==> src/rtl/mtx_pkg.sv <==
// Package: shared word type and the half-bit symbol builder for the
// Manchester transmitter. Assumes a 20-bit-time frame of 40 half-bits.
package mtx_pkg;

    localparam int DATA_W   = 16;
    localparam int SYNC_HB  = 6;                       // sync half-bits
    localparam int SYMS     = SYNC_HB + 2 * (DATA_W + 1);

    typedef struct packed {
        logic              is_cmd;
        logic [DATA_W-1:0] data;
    } mtx_word_t;

    // Build the half-bit pattern of a word, first symbol at the MSB.
    function automatic logic [SYMS-1:0] build_syms(input mtx_word_t w);
        logic [SYMS-1:0] v;
        logic            par;
        v   = '0;
        par = ~(^w.data);
        v[SYMS-1 -: SYNC_HB] = w.is_cmd ? 6'b111000 : 6'b000111;
        for (int i = 0; i < DATA_W; i++) begin
            v[2*i + 3] = w.data[i];
            v[2*i + 2] = ~w.data[i];
        end
        v[1] = par;
        v[0] = ~par;
        return v;
    endfunction

endpackage

==> src/rtl/mtx_serializer.sv <==
// Serializer: shifts a 40-symbol Manchester frame out, one symbol per
// HALF_CLKS clocks. Assumes start is only raised when ready is high; a
// start on the last clock of a frame chains the next frame with no gap.
module mtx_serializer
    import mtx_pkg::*;
#(
    parameter int HALF_CLKS = 6
) (
    input  logic      clk,
    input  logic      rst_n,
    input  logic      start,
    input  logic      kill,
    input  mtx_word_t word_in,
    output logic      active,
    output logic      sym,
    output logic      ready,
    output logic      done,
    output mtx_word_t cur
);
    localparam int DIV_W = $clog2(HALF_CLKS + 1);
    localparam int CNT_W = $clog2(SYMS + 1);

    logic [SYMS-1:0]  sr_q;
    logic [DIV_W-1:0] div_q;
    logic [CNT_W-1:0] hcnt_q;
    logic             half_end;
    logic             last;

    // Frame boundary decode.
    always_comb begin
        half_end = (div_q == DIV_W'(HALF_CLKS - 1));
        last     = active && half_end && (hcnt_q == CNT_W'(SYMS - 1));
        done     = last;
        ready    = !active || last;
        sym      = sr_q[SYMS-1];
    end

    // Load, shift and terminate the frame.
    always_ff @(posedge clk) begin
        if (!rst_n) begin
            active <= 1'b0;
            sr_q   <= '0;
            div_q  <= '0;
            hcnt_q <= '0;
            cur    <= '0;
        end else if (kill) begin
            active <= 1'b0;
        end else if (start) begin
            active <= 1'b1;
            sr_q   <= build_syms(word_in);
            div_q  <= '0;
            hcnt_q <= '0;
            cur    <= word_in;
        end else if (active) begin
            if (half_end) begin
                div_q <= '0;
                if (last) begin
                    active <= 1'b0;
                end else begin
                    sr_q   <= sr_q << 1;
                    hcnt_q <= hcnt_q + CNT_W'(1);
                end
            end else begin
                div_q <= div_q + DIV_W'(1);
            end
        end
    end

endmodule

==> src/rtl/mtx_tx_watchdog.sv <==
// Fail-safe timer: counts clocks of unbroken line activity and latches
// tripped after LIMIT of them. Assumes any idle clock ends a burst.
module mtx_tx_watchdog #(
    parameter int LIMIT = 9600
) (
    input  logic clk,
    input  logic rst_n,
    input  logic active,
    output logic tripped
);
    localparam int CW = $clog2(LIMIT + 1);

    logic [CW-1:0] cnt_q;

    // Count the burst length and latch the trip.
    always_ff @(posedge clk) begin
        if (!rst_n) begin
            cnt_q   <= '0;
            tripped <= 1'b0;
        end else if (!active) begin
            cnt_q <= '0;
        end else if (!tripped) begin
            if (cnt_q == CW'(LIMIT - 1)) tripped <= 1'b1;
            else                         cnt_q   <= cnt_q + CW'(1);
        end
    end

endmodule

==> src/rtl/mtx_loopback.sv <==
// Loopback checker: arms on each finished frame, then expects a matching
// decoded word within WIN clocks. Assumes WIN is shorter than a frame;
// a new frame ending while still armed counts as a missing echo.
module mtx_loopback
    import mtx_pkg::*;
#(
    parameter int WIN = 48
) (
    input  logic              clk,
    input  logic              rst_n,
    input  logic              done,
    input  mtx_word_t         sent,
    input  logic              rx_valid,
    input  logic [DATA_W-1:0] rx_data,
    input  logic              rx_is_cmd,
    output logic              fail
);
    localparam int WW = $clog2(WIN + 1);

    mtx_word_t     exp_q;
    logic          armed_q;
    logic [WW-1:0] cnt_q;
    logic          expire;
    logic          mism;

    // Window end and comparison result.
    always_comb begin
        expire = (cnt_q == WW'(WIN - 1));
        mism   = (rx_data != exp_q.data) || (rx_is_cmd != exp_q.is_cmd);
    end

    // Arm, compare, time out and latch the failure.
    always_ff @(posedge clk) begin
        if (!rst_n) begin
            exp_q   <= '0;
            armed_q <= 1'b0;
            cnt_q   <= '0;
            fail    <= 1'b0;
        end else begin
            if (armed_q) begin
                if (rx_valid) begin
                    if (mism) fail <= 1'b1;
                    armed_q <= 1'b0;
                end else if (expire || done) begin
                    fail    <= 1'b1;
                    armed_q <= 1'b0;
                end else begin
                    cnt_q <= cnt_q + WW'(1);
                end
            end
            if (done) begin
                armed_q <= 1'b1;
                exp_q   <= sent;
                cnt_q   <= '0;
            end
        end
    end

endmodule

==> src/rtl/mtx_encoder.sv <==
// Top: one Manchester transmitter gated onto two redundant buses, with a
// one-deep holding register, fail-safe timer and loopback check.
// Assumes CLK_HZ is a multiple of 2 MHz (whole clocks per half-bit).
module mtx_encoder
    import mtx_pkg::*;
#(
    parameter int CLK_HZ  = 12_000_000,
    parameter int TMO_US  = 800,
    parameter int LOOP_US = 4
) (
    input  logic              clk,
    input  logic              rst_n,
    input  logic              tx_load,
    input  logic [DATA_W-1:0] tx_data,
    input  logic              tx_is_cmd,
    output logic              tx_busy,
    output logic              tx_active,
    input  logic              bus_en_a,
    input  logic              bus_en_b,
    output logic              bus_a_p,
    output logic              bus_a_n,
    output logic              bus_b_p,
    output logic              bus_b_n,
    output logic              tx_timeout,
    input  logic              rx_valid,
    input  logic [DATA_W-1:0] rx_data,
    input  logic              rx_is_cmd,
    output logic              loop_fail
);
    localparam int CLK_PER_US = CLK_HZ / 1_000_000;
    localparam int HALF_CLKS  = CLK_HZ / 2_000_000;
    localparam int TMO_CLKS   = CLK_PER_US * TMO_US;
    localparam int LOOP_CLKS  = CLK_PER_US * LOOP_US;
    localparam int NBUS       = 2;

    mtx_word_t        pend_q;
    logic             pend_v_q;
    logic             ser_active, ser_sym, ser_ready, ser_done;
    logic             start, tripped, drive;
    mtx_word_t        ser_cur;
    logic [NBUS-1:0]  en_vec, p_vec, n_vec;

    // Start a frame when a word waits, the line is free and not locked off.
    always_comb begin
        start     = pend_v_q && ser_ready && !tripped;
        tx_busy   = pend_v_q;
        drive     = ser_active && !tripped;
        tx_active = drive;
    end

    // Holding register between the controller and the serializer.
    always_ff @(posedge clk) begin
        if (!rst_n) begin
            pend_v_q <= 1'b0;
            pend_q   <= '0;
        end else if (start) begin
            pend_v_q <= 1'b0;
        end else if (tx_load && !pend_v_q) begin
            pend_v_q <= 1'b1;
            pend_q   <= '{is_cmd: tx_is_cmd, data: tx_data};
        end
    end

    mtx_serializer #(.HALF_CLKS(HALF_CLKS)) ser_i (
        .clk    (clk),
        .rst_n  (rst_n),
        .start  (start),
        .kill   (tripped),
        .word_in(pend_q),
        .active (ser_active),
        .sym    (ser_sym),
        .ready  (ser_ready),
        .done   (ser_done),
        .cur    (ser_cur)
    );

    mtx_tx_watchdog #(.LIMIT(TMO_CLKS)) wdg_i (
        .clk    (clk),
        .rst_n  (rst_n),
        .active (ser_active),
        .tripped(tripped)
    );

    mtx_loopback #(.WIN(LOOP_CLKS)) lpb_i (
        .clk      (clk),
        .rst_n    (rst_n),
        .done     (ser_done),
        .sent     (ser_cur),
        .rx_valid (rx_valid),
        .rx_data  (rx_data),
        .rx_is_cmd(rx_is_cmd),
        .fail     (loop_fail)
    );

    assign en_vec = {bus_en_b, bus_en_a};

    // Per-bus output gating of the single encoded stream.
    for (genvar b = 0; b < NBUS; b++) begin : g_bus
        assign p_vec[b] = en_vec[b] & drive &  ser_sym;
        assign n_vec[b] = en_vec[b] & drive & ~ser_sym;
    end

    assign bus_a_p    = p_vec[0];
    assign bus_a_n    = n_vec[0];
    assign bus_b_p    = p_vec[1];
    assign bus_b_n    = n_vec[1];
    assign tx_timeout = tripped;

endmodule

==> config.mk <==
export PLATFORM = sky130hd
export DESIGN_NAME = mtx_encoder
export DESIGN_NICKNAME = d
export VERILOG_FILES = /design/src/rtl/mtx_pkg.sv /design/src/rtl/mtx_serializer.sv /design/src/rtl/mtx_tx_watchdog.sv /design/src/rtl/mtx_loopback.sv /design/src/rtl/mtx_encoder.sv
export SDC_FILE = /design/constraint.sdc
export NUM_CORES = 1
export LEC_CHECK = 0
export BUFFER_PORTS_ARGS = -buffer_cell sky130_fd_sc_hd__buf_2
export CORE_MARGIN = 2
export CORE_UTILIZATION = 50
export DETAILED_ROUTE_END_ITERATION = 10
export PLACE_DENSITY = 0.71
export SLEW_MARGIN = 15
export SYNTH_ARGS = -nofsm -noshare
export SYNTH_HDL_FRONTEND = slang
export SYNTH_SLANG_ARGS = --single-unit
==> constraint.sdc <==
create_clock -name clk -period 1.69 [get_ports clk]
set_input_delay 0.338 -clock clk [delete_from_list [all_inputs] [get_ports clk]]
set_output_delay 0.338 -clock clk [all_outputs]
set_load 0.02 [all_outputs]
### After elaboration in Yosys (flattened, before gate mapping)

Index checks and enable logic that the tools add are counted.

* bits in registers: 125
* input port bits: 40
* output and inout port bits: 8
* word-level logic and storage cells: 110

* add/sub/neg operators: 4
* equality and inequality tests: 8
* multiplexer cells: 25
* bitwise logic cells: 30
* reductions and logical operators: 27

Operator list (number)
* 40-bit two-way mux: 4
* 6-bit two-way mux: 5
* 1-bit NOT: 24
* 16-bit inequality test: 1
* 16-bit XOR reduction: 1
* 14-bit by 1-bit adder with 14-bit output, second input constant: 1
* 14-bit equality test, second input constant: 1
* 1-bit two-way mux: 13
* 6-bit by 1-bit adder with 6-bit output, second input constant: 2
* 6-bit equality test, second input constant: 2
* 2-bit AND reduction: 5
* 3-bit two-way mux: 3
* 1-bit bitwise AND: 6
* 1-bit logical AND: 6
* 3-bit AND reduction: 2
* 2-bit nonzero test: 3
* 2-bit OR reduction: 3
* 4-bit AND reduction: 1
* 3-bit by 1-bit adder with 3-bit output, second input constant: 1
* 3-bit equality test, second input constant: 1
* 1-bit logical NOT: 3
* 1-bit logical OR: 3
* 2-bit by 1-bit inequality test with 1-bit output, second input constant: 1
* 2-bit inequality test, second input constant: 1
* 1-bit inequality test: 1

### Logic depth before layout (Yosys ltp)

* depth in word-level cells: 8
* mapped depth: 8
* depth with buffers taken out: 6

### Hierarchy

Synthesis repeated with hierarchy kept, for this count alone.

* cells, all modules: 626
* area total of the unflattened synthesis: 5671.7 µm²

By module, submodules not included
* mtx_serializer: times used 1, cells an instance 341, area an instance 3009.1 µm², seq. area each 1341.3 µm²
* mtx_loopback: times used 1, cells an instance 115, area an instance 1153.6 µm², seq. area each 500.5 µm²
* mtx_encoder: times used 1, cells an instance 84, area an instance 778.2 µm², seq. area each 360.3 µm²
* mtx_tx_watchdog: times used 1, cells an instance 86, area an instance 730.7 µm², seq. area each 300.3 µm²

### Worst setup path after synthesis

OpenSTA, ideal clock, no wires.

* kind: reg-to-output
* start: reg wdg_i.tripped
* end: out bus_a_n
* arrival time: 1.525 ns
* required time: 1.352 ns
* path slack: -0.173 ns
* cell stages (with the launch flop): 5
* buffers on the path: 1
* path through: dfxtp_1 clkbuf_1 nor2_1 nand2_1 nor2_1

* word-level cells in the longest chain between the ends: 4

Ends and longest elaborated chain
* start, declared: line mtx_tx_watchdog.sv:9 `output logic tripped`
* start signal, assigned: line mtx_tx_watchdog.sv:19 `tripped <= 1'b0;`
* start signal, assigned: line mtx_tx_watchdog.sv:23 `if (cnt_q == CW'(LIMIT - 1)) tripped <= 1'b1;`
* 1-bit logical NOT
* 1-bit logical AND: line mtx_encoder.sv:47 `drive = ser_active && !tripped;`
* via tx_active: line mtx_encoder.sv:17 `output logic tx_active,`
* 1-bit bitwise AND (2 in series): line mtx_encoder.sv:100 `assign n_vec[b] = en_vec[b] & drive & ~ser_sym;`
* end, declared: line mtx_encoder.sv:21 `output logic bus_a_n,`

The timed path passes the listed nets, and every way through them passes these cells.

### Worst setup path after layout

* start: reg ser_i.hcnt_q[1]
* end: reg ser_i.sr_q[36]

* word-level cells in the longest chain between the ends: 7
* elaborated cells on any way between the ends: 10
* classes of those cells: 2 x eq/ne; 1 x mux; 7 x reduce/logical

Ends and longest elaborated chain
* start, declared: line mtx_serializer.sv:25 `logic [CNT_W-1:0] hcnt_q;`
* start signal, assigned: line mtx_serializer.sv:61 `hcnt_q <= hcnt_q + CNT_W'(1);`
* 6-bit equality test (*): line mtx_serializer.sv:32 `last = active && half_end && (hcnt_q == CNT_W'(SYMS - 1));`
* 1-bit logical AND (*): line mtx_serializer.sv:32
* 1-bit logical OR: line mtx_serializer.sv:34 `ready = !active || last;`
* 1-bit logical AND (2 in series): line mtx_encoder.sv:45 `start = pend_v_q && ser_ready && !tripped;`
* 2-bit inequality test (no line) / 2-bit nonzero test (equally long branches)
* 4-bit AND reduction (no line)
* end signal, assigned: line mtx_serializer.sv:50 `sr_q <= build_syms(word_in);`
* end signal, assigned: line mtx_serializer.sv:60 `sr_q <= sr_q << 1;`
* end, declared: line mtx_serializer.sv:23 `logic [SYMS-1:0] sr_q;`

Every way passes the cells marked *; elsewhere a longest branch is shown, timed or not.
A chain may end at the register's enable or synchronous reset.

==> results.json <==
{
  "outcome": "finished, violations left",
  "failed_checks": "negative setup slack",
  "cts_tree": "yes",
  "post-place-cells": 859,
  "die_y_um": 109,
  "maxCapViolCount": 0,
  "final-seq-area_um2": 2520,
  "pin_count": 48,
  "clock_insertion_delay_worst_skew_ns": 0.54,
  "cts.path.max_buffers": 2,
  "synth_largest_area_cell": "sky130_fd_sc_hd__dfxtp_1",
  "synth.ff_latch_count": 125,
  "post_route_cells_drive_above_1_share_pct": 32.7,
  "drt-total-wl_mm": 15.8,
  "synth_cell_type_count": 54,
  "ctsHtreeMaxLevel": 4,
  "synth_top_area_share_pct": 45.1,
  "worstHoldStart": "tx_is_cmd",
  "yosys-top-cells-area": "sky130_fd_sc_hd__dfxtp_1 (45%), sky130_fd_sc_hd__nand2_1 (8.5%), sky130_fd_sc_hd__a21oi_1 (8.3%)",
  "total_cts_buffers": 17,
  "period_utilization_post_route_pct": 106,
  "cts_root_buf": "sky130_fd_sc_hd__clkbuf_8",
  "placement_rows": 38,
  "synth_enable_flop_cells": 0,
  "finalCriticalPeriod_ns": 1.80,
  "postSynthNetCount": 705,
  "area_of_the_multi_input_gates_um2": 3200,
  "crit_path_end_kind": "register",
  "post_synth_most_frequent_cells": "sky130_fd_sc_hd__nand2_1 (126), sky130_fd_sc_hd__dfxtp_1 (125), sky130_fd_sc_hd__a21oi_1 (92)",
  "numClockSinks": 125,
  "fillCellCount": 767,
  "count_of_warnings_emitted_by_yosys": 0,
  "slew_violations": 0,
  "detail-route-antenna-nets": 0,
  "timing.critical_path.required_ns": 2.17,
  "final.setup_skew_ns": 0.00764,
  "area_growth_pct": 39.6,
  "place.detailed.hpwl_mm": 8.97,
  "io_buffer_count": 47,
  "diode_count": 0,
  "worst_setup_path_startpoint": "ser_i.hcnt_q[1]$_SDFFE_PN0P_",
  "worstSetupStartpointType": "register",
  "core_area_um2": 10800,
  "final_cells": 926,
  "avgViaCountPerCell": 5.73,
  "syn-cell-area_um2": 5550,
  "syn_area_per_cell_um2": 8.38,
  "worst_setup_hold_path_clk_slew_ns": 0.06,
  "cellLeakagePower_nw": 3.14,
  "globalRoute.totalOverflow": 0,
  "design.final.nets": 817,
  "start_util_pct": 51.2,
  "number_of_antenna_violations_at_the_first_check_in_global_routing": 0,
  "cp_max_fo": 5,
  "pin_count_of_the_biggest_net_entering_global_routing": 46,
  "vdd_ir_drop_max_v": 0.00110,
  "worst-setup-path-type": "register to register",
  "detail_route.wl_per_cell_um": 17.1,
  "post-synth-top-count-cell": "sky130_fd_sc_hd__nand2_1",
  "drt-pass1-iter-count": 5,
  "hold_slack_ns": 0.0347,
  "arrival_ns": 2.28,
  "max_slew_margin_pct": 66.3,
  "rr_startpoint": "ser_i.hcnt_q[1]$_SDFFE_PN0P_",
  "cellPowerDensity_nw_per_um2": 1060,
  "asyncSetResetFlopFracSynth_pct": 0,
  "grt_setup_unrepaired": "yes",
  "track_usage_pct": 24.0,
  "worstHoldPathType": "primary input to register",
  "timing.final.setup_violations": 58,
  "netlist_instances": 662,
  "globalplace.congestion": 0.834,
  "drc_violation_count_after_routing": 0,
  "max_slew.worst_pin.slew_ns": 0.506,
  "grt_first_pass_wirelength_mm": 22.2,
  "synth-main-ff-cell": "sky130_fd_sc_hd__dfxtp_1",
  "drt_iter0_markers": 438,
  "hold_violations": 0,
  "synth_seq_area_share_pct": 45.1,
  "floorplan.die_area_um2": 12000,
  "num_vias": 5304,
  "chipWidth_um": 109,
  "grt_pass1_vias": 4671,
  "cts.hold.buffers_added": 0,
  "maximum_operating_frequency_mhz": 557,
  "fin_ws_ns": -0.106
}
## worst paths after layout
kind / end / slack [ns] / depth (start not counted)
worst max-delay path: ser_i.sr_q[36]$_SDFFE_PN0P_ / -0.11 / 8
worst min-delay path: pend_q[16]$_SDFFE_PN0P_ / 0.03 / 3
worst max register to register: ser_i.sr_q[36]$_SDFFE_PN0P_ / -0.11 / 8
worst min register to register: lpb_i.fail$_SDFFE_PN0P_ / 0.44 / 2
## stage by stage
stage,total power [mW],util [%],setup TNS (ns),worst slack (ns),area [µm²]
finish,8.23,71.4,-1.88,-0.106,7740
global route,8.48,71.4,-5.03,-0.182,7740
CTS,7.91,65.4,-0.278,-0.0386,7080
detailed placement,4.18,57.8,-3.20,-0.171,6260
global placement,4.15,57.8,-0.714,-0.102,6260
floorplan,3.86,-,-0.00369,-0.00185,5570
## what timing repair did
action	CTS	global route
hold endpoints to repair	0	0
buffers inserted	10	16
setup endpoints to repair	53	80
cloned	1	10
pin swaps	12	38
gates resized for setup	32	119
## critical path, cell delays in order (launching register included)
cell	delay, ns
sky130_fd_sc_hd__dfxtp_2	0.36
sky130_fd_sc_hd__ha_4	0.15
sky130_fd_sc_hd__nand3b_1	0.15
sky130_fd_sc_hd__o31ai_4	0.25
sky130_fd_sc_hd__buf_6	0.17
sky130_fd_sc_hd__buf_12	0.12
sky130_fd_sc_hd__nand3b_1	0.15
sky130_fd_sc_hd__a21oi_1	0.27
sky130_fd_sc_hd__a31o_4	0.13
## power by group
part,total (mW),internal (mW),switching [mW]
Sequential,3.25,3.12,0.123
Combinational,1.33,0.634,0.692
Clock,3.66,2.39,1.28
## per-layer routing
| layer | global-route usage, % | wire length [µm] |
|---|---|---|
| met1 | 30.8 | 6710 |
| met2 | 39.2 | 7840 |
| met3 | 6.16 | 949 |
| met4 | 8.68 | 331 |
| met5 | 0 | 0 |
## cell type report
type,count,area share (%)
well taps,140,2.26
clock inverters,7,1.42
multi-input cells,490,41.3
flip-flops and latches,125,32.5
inverters,4,0.226
clock buffers,24,6.20
repair buffers,136,16.1
## cells in the final DEF (no fill, tap or decap), drive strengths merged, types with 4 or more instances in the layout
master and count:
a31o 8, nor2 36, nand3b 22, clkbuf 33, clkinv 5, o21ai 62
nand2b 4, nor4 5, xnor2 19, nand4 7, xor2 30, a21oi 93
and2 4, and3 8, a31oi 5, dfxtp 125, nand3 25, mux2i 4
buf 127, nand2 126
## registers in the layout, indices dropped and copies added, names as in the netlist
name	flops
ser_i.sr_q	40
lpb_i.exp_q	17
pend_q	17
ser_i.cur	17
wdg_i.cnt_q	14
lpb_i.cnt_q	6
ser_i.hcnt_q	6
ser_i.div_q	3
lpb_i.armed_q	1
lpb_i.fail	1
ser_i.active	1
tx_busy	1
wdg_i.tripped	1
## logic make-up after synthesis
group	share of synthesized area, %
compound gates	19.4
xor+xnor	7.74
fa+ha+maj	0.677
buf+inv	3.72
flops	45.1
mux	0.722
simple gates	22.7
No activity file was read; power rests on OpenSTA's default activity.
